`config.mk`:
```
export PLATFORM = sky130hd
export DESIGN_NAME = side_green_req
export DESIGN_NICKNAME = d
export VERILOG_FILES = /design/src/rtl/sgr_pkg.sv /design/src/rtl/sgr_sync.sv /design/src/rtl/sgr_car_counter.sv /design/src/rtl/sgr_red_timer.sv /design/src/rtl/side_green_req.sv
export SDC_FILE = /design/constraint.sdc
export NUM_CORES = 1
export LEC_CHECK = 0
export BUFFER_PORTS_ARGS = -buffer_cell sky130_fd_sc_hd__buf_2
export CORE_ASPECT_RATIO = 0.6
export CORE_MARGIN = 8
export CORE_UTILIZATION = 50
export DETAILED_ROUTE_END_ITERATION = 10
export GPL_TIMING_DRIVEN = 1
export PLACE_DENSITY = 0.77
export SLEW_MARGIN = 20
export SYNTH_ARGS = -nofsm -noshare
export SYNTH_HDL_FRONTEND = slang
export SYNTH_SLANG_ARGS = --single-unit
```
`constraint.sdc`:
```
create_clock -name clk -period 5.1 [get_ports clk]
set_clock_uncertainty 0.2 [all_clocks]
set_input_delay 0.51 -clock clk [delete_from_list [all_inputs] [get_ports clk]]
set_output_delay 0.51 -clock clk [all_outputs]
set_load 0.02 [all_outputs]
```
`src/rtl/sgr_pkg.sv`:
```
package sgr_pkg;

  // Number of clock cycles in the red-phase time limit.
  function automatic int unsigned red_limit_ticks(input int unsigned ticks_per_sec,
                                                  input int unsigned limit_sec);
    return ticks_per_sec * limit_sec;
  endfunction

  // Request decision: the timeout wins; otherwise daylight picks the car threshold.
  function automatic logic green_decision(input logic timeout,
                                          input logic day,
                                          input logic one_car,
                                          input logic three_cars);
    return timeout | (day ? three_cars : one_car);
  endfunction

endpackage

```
`src/rtl/sgr_sync.sv`:
```
module sgr_sync #(
  parameter int unsigned WIDTH = 1
) (
  input  logic             clk,
  input  logic             rst_n,
  input  logic [WIDTH-1:0] d_i,
  output logic [WIDTH-1:0] q_o
);
  logic [WIDTH-1:0] stage1, stage2;

  always_ff @(posedge clk or negedge rst_n) begin
    if (!rst_n) begin
      stage1 <= '0;
      stage2 <= '0;
    end else begin
      stage1 <= d_i;
      stage2 <= stage1;
    end
  end

  assign q_o = stage2;
endmodule

```
`src/rtl/sgr_car_counter.sv`:
```
module sgr_car_counter #(
  parameter int unsigned CNT_W = 3
) (
  input  logic clk,
  input  logic rst_n,
  input  logic red_i,
  input  logic trip_s_i,
  output logic one_o,
  output logic three_o
);
  logic             trip_d;
  logic             trip_rise;
  logic             at_max;
  logic [CNT_W-1:0] cnt;

  assign trip_rise = trip_s_i & ~trip_d;
  assign at_max    = (cnt == {CNT_W{1'b1}});

  always_ff @(posedge clk or negedge rst_n) begin
    if (!rst_n) begin
      trip_d <= 1'b0;
      cnt    <= '0;
    end else begin
      trip_d <= trip_s_i;
      if (!red_i)                  cnt <= '0;
      else if (trip_rise && !at_max) cnt <= cnt + 1'b1;
    end
  end

  assign one_o   = red_i && (cnt != '0);
  assign three_o = red_i && (cnt > CNT_W'(2));

  // the count never drops while red continues
  a_r1_count_monotonic: assert property (@(posedge clk) disable iff (!rst_n)
    (red_i && $past(red_i)) |-> (cnt >= $past(cnt)));

  // a saturated count stays saturated
  a_r4_saturate: assert property (@(posedge clk) disable iff (!rst_n)
    (at_max && red_i) |=> (at_max || !red_i));

  // at most one step per cycle and only on a rising edge
  a_r3_step_on_rise: assert property (@(posedge clk) disable iff (!rst_n)
    (red_i && !trip_rise) |=> (cnt == $past(cnt) || !red_i));

  // leaving red clears the count
  a_r9_count_clear: assert property (@(posedge clk) disable iff (!rst_n)
    !red_i |=> (cnt == '0));
endmodule

```
`src/rtl/sgr_red_timer.sv`:
```
module sgr_red_timer #(
  parameter int unsigned LIMIT = 300
) (
  input  logic clk,
  input  logic rst_n,
  input  logic red_i,
  output logic timeout_o
);
  localparam int unsigned TW = $clog2(LIMIT + 1);
  localparam logic [TW-1:0] LIMIT_V = TW'(LIMIT);

  logic [TW-1:0] cnt;
  logic          expired;

  assign expired = (cnt == LIMIT_V);

  always_ff @(posedge clk or negedge rst_n) begin
    if (!rst_n)        cnt <= '0;
    else if (!red_i)   cnt <= '0;
    else if (!expired) cnt <= cnt + 1'b1;
  end

  assign timeout_o = red_i && expired;

  // once expired, the timeout holds for the rest of the red phase
  a_r5_timeout_holds: assert property (@(posedge clk) disable iff (!rst_n)
    (timeout_o && red_i) |=> (timeout_o || !red_i));

  // the timeout cannot rise unless red was already present one cycle earlier
  a_r5_needs_red_history: assert property (@(posedge clk) disable iff (!rst_n)
    $rose(timeout_o) |-> $past(red_i));

  // leaving red clears the timer
  a_r9_timer_clear: assert property (@(posedge clk) disable iff (!rst_n)
    !red_i |=> (cnt == '0));
endmodule

```
`src/rtl/side_green_req.sv`:
```
module side_green_req #(
  parameter int unsigned TICKS_PER_SEC = 1_000_000,
  parameter int unsigned RED_LIMIT_SEC = 300,
  parameter int unsigned CAR_CNT_W     = 3
) (
  input  logic clk,
  input  logic rst_n,
  input  logic trip_i,
  input  logic daylight_i,
  input  logic side_red_i,
  output logic green_req_o,
  output logic car_one_o,
  output logic car_three_o,
  output logic red_timeout_o
);
  import sgr_pkg::*;

  localparam int unsigned LIMIT_TICKS = red_limit_ticks(TICKS_PER_SEC, RED_LIMIT_SEC);

  logic [1:0] async_in, synced;
  logic       trip_s, day_s;

  assign async_in = {trip_i, daylight_i};
  assign {trip_s, day_s} = synced;

  sgr_sync #(.WIDTH(2)) u_sync (
    .clk   (clk),
    .rst_n (rst_n),
    .d_i   (async_in),
    .q_o   (synced)
  );

  sgr_car_counter #(.CNT_W(CAR_CNT_W)) u_cars (
    .clk      (clk),
    .rst_n    (rst_n),
    .red_i    (side_red_i),
    .trip_s_i (trip_s),
    .one_o    (car_one_o),
    .three_o  (car_three_o)
  );

  sgr_red_timer #(.LIMIT(LIMIT_TICKS)) u_timer (
    .clk       (clk),
    .rst_n     (rst_n),
    .red_i     (side_red_i),
    .timeout_o (red_timeout_o)
  );

  assign green_req_o = side_red_i &&
                       green_decision(red_timeout_o, day_s, car_one_o, car_three_o);

  // a timeout always produces a request
  a_r8_timeout_requests: assert property (@(posedge clk) disable iff (!rst_n)
    red_timeout_o |-> green_req_o);

  // no output is active outside red
  a_r9_quiet_in_green: assert property (@(posedge clk) disable iff (!rst_n)
    !side_red_i |-> !(green_req_o || car_one_o || car_three_o || red_timeout_o));

  // three cars imply one car
  a_r2_flags_nested: assert property (@(posedge clk) disable iff (!rst_n)
    car_three_o |-> car_one_o);

  // a night request needs a car or a timeout
  a_r7_night_needs_car: assert property (@(posedge clk) disable iff (!rst_n)
    (green_req_o && !day_s) |-> (car_one_o || red_timeout_o));
endmodule

```
==> metrics list <==
- Critical path peak fanout: 35
- The number of hold violations in the final report was 0.
- Final ANT Viol Nets: 0
- Drt wl/cell: 14.6 µm
- Number of warnings reported in the yosys synthesis log: 0
- Cell at the root of the clock tree: sky130_fd_sc_hd__clkbuf_8
* Proportion of synthesized chip area in sequential cells: 47.6%
* Number of input and output port buffers inserted: 8
- In this run the post-CTS setup repair buffer count came out at 0.
- Number of enable flip-flop cells after synthesis: 0
- In the final layout, the multi-input gates occupy 931 µm².
* Residual DRC: 0
- Number of cell instances on the worst register-to-register path: 5
- Leading cell types in the layout, fill and taps excluded: sky130_fd_sc_hd__dfrtp_1, sky130_fd_sc_hd__a21oi_1, sky130_fd_sc_hd__nor2_1, sky130_fd_sc_hd__o31ai_1, sky130_fd_sc_hd__or4_1
- Type of the worst min-delay path: input port to asynchronous set/reset pin
- After synthesis, the cell types taking the most area are sky130_fd_sc_hd__dfrtp_1, sky130_fd_sc_hd__a21oi_1, sky130_fd_sc_hd__o31ai_1, sky130_fd_sc_hd__or4_1, sky130_fd_sc_hd__ha_1.
- Die area: 6200 µm²
* Number of levels in the clock H-tree: 2
- Worst skew pair latency: 290 ps
- Total Nets Final: 220
- Sequential cell area: 926 µm²
* Clock buffer count from CTS: 5
- Based on the critical path, the design can be clocked at up to 376 MHz.
- By startpoint and endpoint, the worst setup path is classified as input port to output port.
- Number of nets produced by synthesis: 215
- The tool flagged a number of max-cap violations equal to 0.
- Antenna diode count: 0
- Dividing the detail-routed via count by the number of cells gives 5.94.
- Setup violations remaining at the end of the flow were counted as 0.
- Minimum clock period: 2660 ps
- The synthesized netlist occupies a cell area of 1940 µm².
- Area grow syn2layout: 7.02%
* Critical Path RT: 4390 ps
- Register bit count reported by yosys: 37
* First-pass GRT wire length: 6650 µm
* Total internal power: 0.413 mW
- Relative contribution of combinational cells to total power: 4.9%
- Setup slack on the critical path of the routed design comes to 2440 ps.
* Slew at the pin with the worst max-slew slack: 944 ps
- Ratio of cells with drive above 1 in the final layout: 8.61%
* Relative slew margins: 36.7%
- The filler cells instantiated in the layout total 331.
- After clock tree synthesis, the flow added hold-fix buffers numbering 0.
- Reported leakage power: 0.820 nW
- Per report_power, the clock group accounts for 38.4% of the total.
- The worst setup path is launched from an input port.
- Of all flip-flops after synthesis, the portion carrying an async set or reset was 100%.
* Area of the core region: 3700 µm²
- Final cycle utilization of the critical path: 52.1%
- Switching pwr: 0.121 mW
- Post-DP HPWL: 2610 µm
- Total vias in the final route: 1521
* Total number of placement rows: 17
- Gpl congestion: 0.800
- Across the VDD grid, the largest voltage drop is 0.160 mV.
- Summed over all instances, the cell type with the most area after synthesis is sky130_fd_sc_hd__dfrtp_1.
- Registers are responsible for 56.8% of the overall power.
* Synthesized netlist cell count: 204
- The most used flip-flop cell after synthesis is sky130_fd_sc_hd__dfrtp_1.
- Endpoint class of the critical path: output port
- The final layout contains routed wiring with a total length of 3750 µm.
- The max-slew violation count was 0.
- The number of antenna violations at the first check in global routing came to 0.
- Top cell type's share of synthesized area: 47.6%
- The run finished with clean final reports.
- The number of global-route vias before repair was 1411.
- CTS clock-pin slew for the worst setup and hold paths: 70 ps
- For this design the top-level I/O count stands at 9.
- Maximum number of buffers from clock root to sink: 2
- Post-CTS repair changed the size of 0 cells.
* CP Data Arrival Time: 1950 ps
- Netlist cell types: 34
* Net Sw Frac: 22.6%
* Final sum of negative setup slack: 0 ps
- Power density cells: 257 nW/µm²
- Minimum setup slack after placement: 2430 ps
- TritonCTS built the clock tree.
- Drt first pass iters: 4
- Initial Util: 52.5%
- In this run the vertical extent of the chip is 64.3 µm.
- Counting every sink on the clock net gives 37.
- Leaving out fill and tap cells, the most frequent cell in the layout is sky130_fd_sc_hd__dfrtp_1.
- Setup repair after global routing left no endpoint under its margin.
- Total global-route track usage: 13.6%
- Mean post-synth cell area: 9.53 µm²
- Measured along the x axis, the die boundary spans 96.5 µm.
* Iter 0 DRT Violations: 58
- Largest net degree at the start of global routing: 38
- For this run the aggregate overflow at the end of global routing stands at 0.
==> stage by stage <==
step	util, %	power (mW)	cell area [µm²]	cells	hold WS, ps
6_report	56.2	0.534	2080	256	103
4_1_cts	56.2	0.544	2080	256	112
2_1_floorplan	-	0.323	1940	204	14.4
3_3_place_gp	53.9	0.334	1990	249	132
5_1_grt	56.2	0.556	2080	256	109
3_5_place_dp	53.9	0.335	1990	249	139
==> worst max-delay path: stages <==
cell and delay [ps]:
sky130_fd_sc_hd__buf_2 90, sky130_fd_sc_hd__clkinv_1 720, sky130_fd_sc_hd__a21oi_1 400, sky130_fd_sc_hd__buf_2 220
==> routing by layer <==
layer / up-vias / global-route usage (%) / part of all wire [%]
met5: - / 0 / 0
met4: 0 / 5.25 / 1.5
met3: 8 / 4.31 / 4.2
met2: 19 / 19.2 / 41
met1: 734 / 18.7 / 54
li1: 760 / - / -
==> sequential cells by signal, indices dropped and copies added, names as in the netlist <==
name	flops
u_cars.cnt	3
u_cars.trip_d	1
u_sync.q_o	2
u_sync.stage1	2
u_timer.cnt	29
==> cells by family (layout without fill, tap and decap cells) <==
| logic type | count (synthesis) | after routing | share of synthesized area, % |
|---|---|---|---|
| AOI/OAI and AO/OA | 40 | 40 | 12.2 |
| xor gates and xnor gates | 12 | 12 | 5.41 |
| adders and majority gates | 6 | 6 | 3.86 |
| buffers and inverters | 20 | 25 | 4.44 |
| DFF | 37 | 37 | 47.6 |
| and+or+nand+nor | 89 | 89 | 26.5 |
==> power by group through the flow <==
stage               logic (mW)  clock network (mW)  registers, mW
floorplan               0.0153                   0          0.307
global placement        0.0262                   0          0.308
detailed placement      0.0265                   0          0.308
CTS                     0.0267               0.215          0.303
global route            0.0308               0.222          0.304
finish                  0.0259               0.205          0.303
==> path summary, 6_finish.rpt <==
kind | from | end | slack, ps
hold / removal | rst_n | u_timer.cnt[7] | 100
setup reg to reg | u_timer.cnt[0] | u_timer.cnt[26] | 2710
hold reg to reg | u_sync.stage1[1] | u_sync.q_o[1] | 150
max in group asynchronous | rst_n | u_timer.cnt[27] | 4090
min in group clk | daylight_i | u_sync.stage1[0] | 120
setup / recovery | side_red_i | car_one_o | 2440
==> cell type report <==
cell class              count  area share (%)
inverters                  10            1.81
clock buffers               7            4.15
repair buffers              8            1.93
flip-flops and latches     37            44.5
well taps                  47            2.83
multi-input cells         147            44.8
==> synthesized netlist by cell type, types with 2 or more instances <==
cell                       count
sky130_fd_sc_hd__buf_2         2
sky130_fd_sc_hd__nor4_1        2
sky130_fd_sc_hd__o21ai_0       5
sky130_fd_sc_hd__and3_1        2
sky130_fd_sc_hd__and4_1        5
sky130_fd_sc_hd__nor2_1       20
sky130_fd_sc_hd__o31ai_1      12
sky130_fd_sc_hd__nor4b_1       2
sky130_fd_sc_hd__nand4_1      10
sky130_fd_sc_hd__or4_1        12
sky130_fd_sc_hd__nand2_1      10
sky130_fd_sc_hd__xnor2_1       4
sky130_fd_sc_hd__ha_1          6
sky130_fd_sc_hd__nor3_1        5
sky130_fd_sc_hd__a21oi_1      21
sky130_fd_sc_hd__clkbuf_1      6
sky130_fd_sc_hd__xor2_1        8
sky130_fd_sc_hd__dfrtp_1      37
sky130_fd_sc_hd__nand3_1      10
sky130_fd_sc_hd__inv_1         9
sky130_fd_sc_hd__or3_1         3
(Power assumes the default switching activity.)
